[src/rtl/ddr_init_pkg.sv]
package ddr_init_pkg;

  typedef enum logic [2:0] {
    ST_LOCKWAIT = 3'd0,
    ST_SETUP    = 3'd1,
    ST_ACCESS   = 3'd2,
    ST_SETTLE   = 3'd3,
    ST_DONE     = 3'd4,
    ST_FAIL     = 3'd5
  } seq_state_e;

  // Value written by table entry k: upper byte is k xor 0x5A, lower byte is ~k.
  function automatic logic [15:0] entry_word(input int k);
    logic [7:0] b;
    b = k[7:0];
    return {b ^ 8'h5A, ~b};
  endfunction

endpackage

[src/rtl/ddr_init_table.sv]
module ddr_init_table #(
  parameter int NUM_REGS  = 8,
  parameter int IDX_W     = 3,
  parameter int ADDR_W    = 9,
  parameter int DATA_W    = 16,
  parameter int ADDR_BASE = 16
) (
  input  logic [IDX_W-1:0]  idx_i,
  output logic [ADDR_W-1:0] addr_o,
  output logic [DATA_W-1:0] data_o
);
  localparam int SLOTS = 1 << IDX_W;

  logic [ADDR_W-1:0] addr_arr [SLOTS];
  logic [DATA_W-1:0] data_arr [SLOTS];

  for (genvar k = 0; k < SLOTS; k++) begin : g_entry
    if (k < NUM_REGS) begin : g_used
      assign addr_arr[k] = ADDR_W'(ADDR_BASE + k);
      assign data_arr[k] = DATA_W'(ddr_init_pkg::entry_word(k));
    end else begin : g_pad
      assign addr_arr[k] = '0;
      assign data_arr[k] = '0;
    end
  end

  assign addr_o = addr_arr[idx_i];
  assign data_o = data_arr[idx_i];
endmodule

[src/rtl/ddr_settle_timer.sv]
module ddr_settle_timer #(
  parameter int CNT_W = 16
) (
  input  logic             clk,
  input  logic             rst_n,
  input  logic             load_i,
  input  logic [CNT_W-1:0] value_i,
  input  logic             run_i,
  output logic             last_o
);
  logic [CNT_W-1:0] cnt_q;

  always_ff @(posedge clk or negedge rst_n) begin
    if (!rst_n)                       cnt_q <= '0;
    else if (load_i)                  cnt_q <= value_i;
    else if (run_i && cnt_q != '0)    cnt_q <= cnt_q - 1'b1;
  end

  // High in the cycle whose closing edge is the N-th one after the load.
  assign last_o = (cnt_q <= CNT_W'(1));
endmodule

[src/rtl/ddr_init_seq.sv]
module ddr_init_seq #(
  parameter int NUM_REGS  = 8,
  parameter int ADDR_W    = 9,
  parameter int DATA_W    = 16,
  parameter int ADDR_BASE = 16,
  parameter int SETTLE_W  = 16
) (
  input  logic                pclk,
  input  logic                presetn,
  input  logic                pll_lock,
  input  logic [SETTLE_W-1:0] settle_cycles,
  output logic                psel,
  output logic                penable,
  output logic                pwrite,
  output logic [ADDR_W-1:0]   paddr,
  output logic [DATA_W-1:0]   pwdata,
  input  logic                pready,
  input  logic                pslverr,
  output logic                init_done,
  output logic                init_error
);
  import ddr_init_pkg::*;

  localparam int IDX_W = (NUM_REGS > 1) ? $clog2(NUM_REGS) : 1;
  localparam logic [IDX_W-1:0] LAST_IDX = IDX_W'(NUM_REGS - 1);

  seq_state_e       state_q, state_d;
  logic [IDX_W-1:0] idx_q, idx_d;
  logic             xfer_end, final_xfer, timer_load, timer_last;

  ddr_init_table #(
    .NUM_REGS (NUM_REGS),
    .IDX_W    (IDX_W),
    .ADDR_W   (ADDR_W),
    .DATA_W   (DATA_W),
    .ADDR_BASE(ADDR_BASE)
  ) u_table (
    .idx_i (idx_q),
    .addr_o(paddr),
    .data_o(pwdata)
  );

  assign xfer_end   = (state_q == ST_ACCESS) && pready;
  assign final_xfer = xfer_end && !pslverr && (idx_q == LAST_IDX);
  assign timer_load = final_xfer && pll_lock;

  ddr_settle_timer #(.CNT_W(SETTLE_W)) u_timer (
    .clk    (pclk),
    .rst_n  (presetn),
    .load_i (timer_load),
    .value_i(settle_cycles),
    .run_i  (state_q == ST_SETTLE),
    .last_o (timer_last)
  );

  always_comb begin
    state_d = state_q;
    idx_d   = idx_q;
    if (state_q != ST_DONE && state_q != ST_FAIL && !pll_lock) begin
      state_d = ST_LOCKWAIT;
      idx_d   = '0;
    end else begin
      unique case (state_q)
        ST_LOCKWAIT: begin
          state_d = ST_SETUP;
          idx_d   = '0;
        end
        ST_SETUP:  state_d = ST_ACCESS;
        ST_ACCESS: begin
          if (xfer_end) begin
            if (pslverr)                   state_d = ST_FAIL;
            else if (final_xfer)           state_d = (settle_cycles == '0) ? ST_DONE : ST_SETTLE;
            else begin
              state_d = ST_SETUP;
              idx_d   = idx_q + 1'b1;
            end
          end
        end
        ST_SETTLE: if (timer_last) state_d = ST_DONE;
        ST_DONE:   state_d = ST_DONE;
        ST_FAIL:   state_d = ST_FAIL;
        default:   state_d = ST_LOCKWAIT;
      endcase
    end
  end

  always_ff @(posedge pclk or negedge presetn) begin
    if (!presetn) begin
      state_q <= ST_LOCKWAIT;
      idx_q   <= '0;
    end else begin
      state_q <= state_d;
      idx_q   <= idx_d;
    end
  end

  assign psel       = (state_q == ST_SETUP) || (state_q == ST_ACCESS);
  assign penable    = (state_q == ST_ACCESS);
  assign pwrite     = psel;
  assign init_done  = (state_q == ST_DONE);
  assign init_error = (state_q == ST_FAIL);
endmodule

[config.mk]
export PLATFORM = sky130hd
export DESIGN_NAME = ddr_init_seq
export DESIGN_NICKNAME = d
export VERILOG_FILES = /design/src/rtl/ddr_init_pkg.sv /design/src/rtl/ddr_init_table.sv /design/src/rtl/ddr_settle_timer.sv /design/src/rtl/ddr_init_seq.sv
export SDC_FILE = /design/constraint.sdc
export NUM_CORES = 1
export LEC_CHECK = 0
export BUFFER_PORTS_ARGS = -buffer_cell sky130_fd_sc_hd__buf_2
export CAP_MARGIN = 5
export CELL_PAD_IN_SITES_DETAIL_PLACEMENT = 0
export CELL_PAD_IN_SITES_GLOBAL_PLACEMENT = 1
export CORE_UTILIZATION = 30
export DETAILED_ROUTE_END_ITERATION = 16
export GPL_TIMING_DRIVEN = 0
export PLACE_DENSITY_LB_ADDON = 0.1
export SLEW_MARGIN = 30
export SYNTH_ARGS = -nofsm -noshare
export SYNTH_HDL_FRONTEND = slang
export SYNTH_SLANG_ARGS = --single-unit
[constraint.sdc]
create_clock -name pclk -period 2.06 [get_ports pclk]
set_clock_uncertainty 0.15 [all_clocks]
set_input_delay 0.206 -clock pclk [delete_from_list [all_inputs] [get_ports pclk]]
set_output_delay 0.206 -clock pclk [all_outputs]
set_load 0.05 [all_outputs]
==> results of run 1 <==
[report_power, final]
part / internal (mW) / switching, mW
clock network: 0.171 / 0.157
logic: 0.466 / 0.772
registers: 0.553 / 0.197
[stage by stage]
step	power (mW)	setup WS, ps	TNS, ps	util (%)
CTS	2.16	9.21	0	39.1
detailed placement	1.79	-157	-937	37.0
floorplan	1.54	-88.9	-285	-
global route	2.48	-46.6	-70.5	41.4
global placement	1.80	-194	-1520	37.0
finish	2.32	37.0	0	41.4
[cell type report]
cell class                 count  area (um2)
sequential                    22         553
timing repair buffer          48         278
tap                           72        90.1
clock buffer                   4        55.1
multi-input combinational    156        1060
buffer                        24         189
fill                         589        3230
inverter                      14        52.6
[worst register-to-register path, delay by kind of cell (launching register included)]
family / cells / cell delay [ps]
AND/OR/NAND/NOR: 3 / 660
AO/OA/AOI/OAI: 2 / 330
adder cells (fa/ha/maj): 1 / 130
flip-flops: 1 / 400
buffers and inverters: 2 / 250
[repair_timing]
action	in CTS	in global routing
pin swaps	1	6
endpoints found under the setup margin	12	15
cloned	0	1
endpoints found under the hold margin	22	0
gates resized for setup	5	16
setup buffers	4	8
hold buffers	1	0
[sequential cells by signal, summed over array words and instances (netlist names)]
register / cells
u_timer.cnt_q: 16
idx_q: 3
state_q: 3
[worst paths after layout]
check | from | depth (start not counted) | end
max in group asynchronous | presetn | 2 | u_timer.cnt_q[3]$_DFFE_PN0P_
max | u_timer.cnt_q[0]$_DFFE_PN0P_ | 8 | u_timer.cnt_q[4]$_DFFE_PN0P_
min reg2reg | idx_q[1]$_DFFE_PN0P_ | 2 | idx_q[1]$_DFFE_PN0P_
min | settle_cycles[13] | 2 | u_timer.cnt_q[13]$_DFFE_PN0P_
max reg2reg | u_timer.cnt_q[0]$_DFFE_PN0P_ | 8 | u_timer.cnt_q[4]$_DFFE_PN0P_
min in group asynchronous | presetn | 2 | state_q[0]$_DFFE_PN0P_
[cell usage in the layout (no fill, tap or decap), drive strengths merged, types with 2 or more instances in the layout]
cell and n:
a31oi 3, a221o 3, a32oi 2, nand2 15, a211oi 4, nor4 10
and4 2, inv 14, ha 5, and2 3, a22oi 2, conb 16
nor2 16, or4 2, nor3 10, o2111ai 2, o21ai 14, buf 71
a21o 3, a21oi 12, dfrtp 22, nand2b 2, nand3 10, clkbuf 4
nand4 4
[per-layer routing]
layer	vias up	global-route usage, %
met5	-	0
met4	0	6.23
met3	9	1.88
met2	41	28.1
met1	796	22.0
li1	847	-
[logic make-up after synthesis]
| family | Yosys count |
|---|---|
| other cells | 2 |
| fa+ha+maj | 5 |
| xor+xnor | 1 |
| flops | 22 |
| buf+inv | 39 |
| simple gates | 82 |
| compound gates | 52 |
==> impl_metrics.tcl, run 1 <==
set metrics [dict create \
    status "complete, but fails checks" \
    failed_checks "DRC" \
    yosysMostFrequentCell "dfrtp_1" \
    numCtsBuffers 3 \
    required_ps 2080 \
    drcViolationCount 2 \
    clkLatencyLatePin_ps 270 \
    cts_tree "built" \
    wl_met3_um 184 \
    relSlewSlack_pct 63.9 \
    path_cells "inv_2 > ha_4 > nor4b_4 > and4_4 > nor2_4 > buf_6 > a21o_1 > a21o_1" \
    synth_common_cells "22 x dfrtp_1, 21 x buf_4, 15 x nor2_1" \
    grt_pass1_vias 1593 \
    drt_iter0_drc 51 \
    dpl.cell_count 323 \
    rsz0062_at_grt "yes" \
    muxShareOfSynthArea_pct 0 \
    antenna_cells 0 \
    cts-root-buf "clkbuf_8" \
    yosysSeqAreaShare_pct 32.1 \
    netlist_area_um2 1710 \
    crit_fanout 6 \
    slew_violations 0 \
    avgSynthCellArea_um2 8.44 \
    die-area_um2 6020 \
    synth-adder-area-share_pct 3.65 \
    coreArea_um2 5510 \
    crit_family "simple AND/OR/NAND/NOR gates" \
    post-route-min-period_ps 2020 \
    antenna_left 0 \
    arrival_ps 2040 \
    synthArstFlopShare_pct 100 \
    cap_violations 0 \
    fin_hold_ws_ps 5.79 \
    yosysTopAreaCell "dfrtp_1" \
    grt_max_degree 23 \
    rows 27 \
    endpoint_kind "flip-flop" \
    htree_levels 1 \
    tightest_slew_ps 541 \
    antenna_found_initial 0 \
    critical_path_buf_inv_count 2 \
    setup_viol_count_final 0 \
    initial_core_util_pct 31.1 \
    cp_common_cell "a21o_1" \
    ir_worst_vdd_uv 652 \
    top_layer "met4" \
    ys_types 54 \
    layout-drive-gt1-share_pct 37.3 \
    synth_top_area_share_pct 32.1 \
    placed_cell_area_um2 2040 \
    period_share_pct 98.2 \
    area_growth_pct 33.0 \
    vias 1693 \
    cts_sinks 22 \
    ys_warn_count 0 \
    gr-total-overflow 0 \
    hold_path_class "in2reg" \
    synth_top_family_by_area "simple AND/OR/NAND/NOR gates" \
    start_kind "flip-flop" \
    cts_max_path_buffers 2 \
    critical_path_class "reg2reg" \
    clk_pin_slew_ps 90 \
    gp_congestion 0.752 \
    max_stage_delay_ps 400 \
    portBuffers 34 \
    synth-compound-area-share_pct 20.2 \
    clock.fmax_mhz 494 \
    synth_edf_count 0 \
    hold_viol 0 \
    wire_per_inst_um 14.3 \
    cp_slowest_cell "dfrtp_1" \
    yosys.area_share.xor_xnor_pct 0.511 \
    synthSimpleGateAreaFrac_pct 29.4 \
    die_h_um 77.6 \
    fin_area_um2 2280 \
    ios 51 \
    drtPass1Iterations 10 \
    die-width_um 77.6 \
    synth_cells 203 \
    m1WireLength_um 2250 \
    synthTopCellsByArea "dfrtp_1 32%, buf_4 9.2%, ha_1 3.7%" \
    power_density_nw_per_um2 1020 \
    route.met2.wl_um 2330 \
    synth_flop_cell "dfrtp_1" \
    avgViaCountPerCell 4.98 \
    grt_usage_pct 16.7 \
    wl_um 4850 \
    dp_hpwl_um 3490 \
    stdcell_count 340 \
    nets 295 \
    grt_pass1_wl_um 7890 \
    p_leak_nw 1.03 \
    rrSetupSlack_ps 40 \
    synth-seq-cells 22 \
]
Note: power is estimated with default switching activity, not from simulation.
==> run 2, diff against run 1 <==
SYNTH_HIERARCHICAL = 1   (was default)
==> run 2 against run 1 <==
The flow finishes with violations (setup timing). Register-to-register slack got worse by 380 ps. Area after synthesis increased by 4.9%. Synthesized cell count is 4.9% higher. Final cell count rose by 9.1%.
==> impl_metrics.tcl, run 2 <==
set metrics [dict create \
    htree_levels 1 \
    coreArea_um2 5640 \
    portBuffers 34 \
    grt_pass1_wl_um 7860 \
    finish.utilization_pct 48.5 \
    numCtsBuffers 3 \
    antenna_left 0 \
    path_cells "or4_4 > buf_6 > or4_4 > or4b_1 > nand3_1" \
    arrival_ps 2470 \
    cts_max_path_buffers 2 \
    yosysSeqAreaShare_pct 30.6 \
    rsz0062_at_grt "yes" \
    drcViolationCount 0 \
    rows 27 \
    slew_violations 0 \
    fin_area_um2 2740 \
    setup_viol_count_final 15 \
    relSlewSlack_pct 62.5 \
    avgSynthCellArea_um2 8.44 \
    placed_cell_area_um2 2200 \
    period_share_pct 117 \
    cts-root-buf "clkbuf_8" \
    cap_violations 0 \
    grt_max_degree 23 \
    r2r_cells 5 \
    clk_pin_slew_ps 90 \
    grt_usage_pct 16.6 \
    critical_path_class "reg2reg" \
    hold_viol 0 \
    die-width_um 79.4 \
    dp_hpwl_um 3550 \
    seq_area_um2 556 \
    pre_cts_ws_ps -1170 \
    r2r-end "u_timer/cnt_q[13]$_DFFE_PN0P_" \
    start_kind "flip-flop" \
    cp_common_cell "or4_4" \
    antenna_found_initial 0 \
    gp_congestion 0.796 \
    r2r_start "u_timer/cnt_q[5]$_DFFE_PN0P_" \
    finalPower_mw 2.17 \
    die-area_um2 6300 \
    cts_tree "built" \
    post-route-min-period_ps 2400 \
    dpl.cell_count 333 \
    setup.worst_path.start "u_timer/cnt_q[5]$_DFFE_PN0P_" \
    drtPass1Iterations 5 \
    yosysMostFrequentCell "buf_4" \
    worst_slack_ps -340 \
    regMostFlops "u_timer/cnt_q" \
    required_ps 2130 \
    area_growth_pct 52.4 \
    status "complete, but fails checks" \
    synth_common_cells "23 x buf_4, 22 x dfrtp_1, 13 x nor2_1" \
    hold_path_class "in2reg" \
    fillers 553 \
    tightest_slew_ps 563 \
    gr-total-overflow 0 \
    netlist_area_um2 1800 \
    ios 51 \
    synth_flop_cell "dfrtp_1" \
    yosysTopAreaCell "dfrtp_1" \
    initial_core_util_pct 31.8 \
    max_stage_delay_ps 510 \
    synth_cells 213 \
    top_regs "u_timer/cnt_q: 16 flops, idx_q: 3 flops, state_q: 3 flops" \
    ys_warn_count 6 \
    cp_slowest_cell "or4_4" \
    whs_path_depth 3 \
    grt_pass1_vias 1456 \
    clock.fmax_mhz 417 \
    drt_iter0_drc 95 \
    rrSetupSlack_ps -340 \
    cts_sinks 22 \
    final_common_cell "buf_4" \
    antenna_cells 0 \
    vias 1888 \
    die_h_um 79.4 \
    synth_edf_count 0 \
    synthTopCellsByArea "dfrtp_1 31%, buf_4 9.6%, a21oi_1 3.1%" \
    p_leak_nw 1.21 \
    largest_reg_flops 16 \
    ir_worst_vdd_uv 499 \
    ys_types 52 \
    crit_fanout 5 \
    final_cell_mix "56 x buf_4, 34 x buf_2, 18 x dfrtp_1, 16 x conb_1, 11 x nor2_1" \
    failed_checks "setup timing" \
    stdcell_count 371 \
    power_density_nw_per_um2 793 \
    multiInputGateArea_um2 1250 \
    avgViaCountPerCell 5.09 \
    clkLatencyLatePin_ps 270 \
    nets 325 \
    wl_um 5490 \
    wire_per_inst_um 14.8 \
    synthArstFlopShare_pct 100 \
    layout-drive-gt1-share_pct 51.5 \
    synth_top_area_share_pct 30.6 \
    endpoint_kind "flip-flop" \
    critical_path.endpoint "u_timer/cnt_q[13]$_DFFE_PN0P_" \
    synth-seq-cells 22 \
]
## run 2: worst max-delay path, delay by kind of cell (launching register included)
family | cells | cell delay, ps
buf+inv | 1 | 140
simple gates | 4 | 1590
flops | 1 | 460
## run 2: cell type report
cell class                 count  area share [%]
tap                           72            3.29
clock buffer                   3            1.51
clock inverter                 1            1.10
inverter                      11            1.69
timing repair buffer          70            16.4
buffer                        31            10.1
sequential                    22            20.3
multi-input combinational    161            45.6
## run 2: what timing repair did
item,in CTS,in global routing
hold buffers,1,0
hold endpoints to repair,22,0
pin swaps,9,18
setup buffers,11,25
endpoints found under the setup margin,18,17
resized for setup,18,32
## run 2: worst min path at each step
stage	slack (ps)	startpoint	endpoint
final	8	settle_cycles[10]	u_timer/cnt_q[10]$_DFFE_PN0P_
after global routing	30	settle_cycles[10]	u_timer/cnt_q[10]$_DFFE_PN0P_
after CTS	5	settle_cycles[10]	u_timer/cnt_q[10]$_DFFE_PN0P_
after detailed placement	80	presetn	u_timer/cnt_q[13]$_DFFE_PN0P_
after global placement	80	presetn	u_timer/cnt_q[13]$_DFFE_PN0P_
after floorplan	-240	presetn	idx_q[0]$_DFFE_PN0P_
## run 2: cell families (layout without fill, tap and decap cells)
| kind of cell | Yosys count | count (layout) | synth area share [%] |
|---|---|---|---|
| AO/OA/AOI/OAI | 49 | 49 | 19.1 |
| multiplexers | 6 | 6 | 3.55 |
| adder cells (fa/ha/maj) | 4 | 4 | 2.79 |
| buffers and inverters | 44 | 116 | 15.3 |
| flip-flops | 22 | 22 | 30.6 |
| other | 2 | 16 | 0.418 |
| AND/OR/NAND/NOR | 85 | 85 | 27.7 |
| XOR/XNOR | 1 | 1 | 0.488 |
## run 2: routing by layer
layer / global-route usage [%] / routed length (um)
met5: 0 / 0
met4: 3.27 / 34
met3: 2.74 / 370
met2: 24.3 / 2500
met1: 25.3 / 2580
## run 2: where the power goes
| group | internal [mW] | switching [mW] | total (mW) | leakage, nW |
|---|---|---|---|---|
| Clock | 0.260 | 0.164 | 0.424 | 0.0357 |
| Sequential | 0.512 | 0.121 | 0.633 | 0.250 |
| Combinational | 0.460 | 0.655 | 1.12 | 0.923 |
| Total | 1.23 | 0.941 | 2.17 | 1.21 |
## run 2: metrics by stage
| stage | hold WS, ps | setup TNS (ps) |
|---|---|---|
| 2_1_floorplan | -240 | -4240 |
| 6_report | 7.93 | -1970 |
| 5_1_grt | 30.9 | -2910 |
| 4_1_cts | 4.53 | -1830 |
| 3_5_place_dp | 75.7 | -7800 |
| 3_3_place_gp | 76.5 | -9390 |
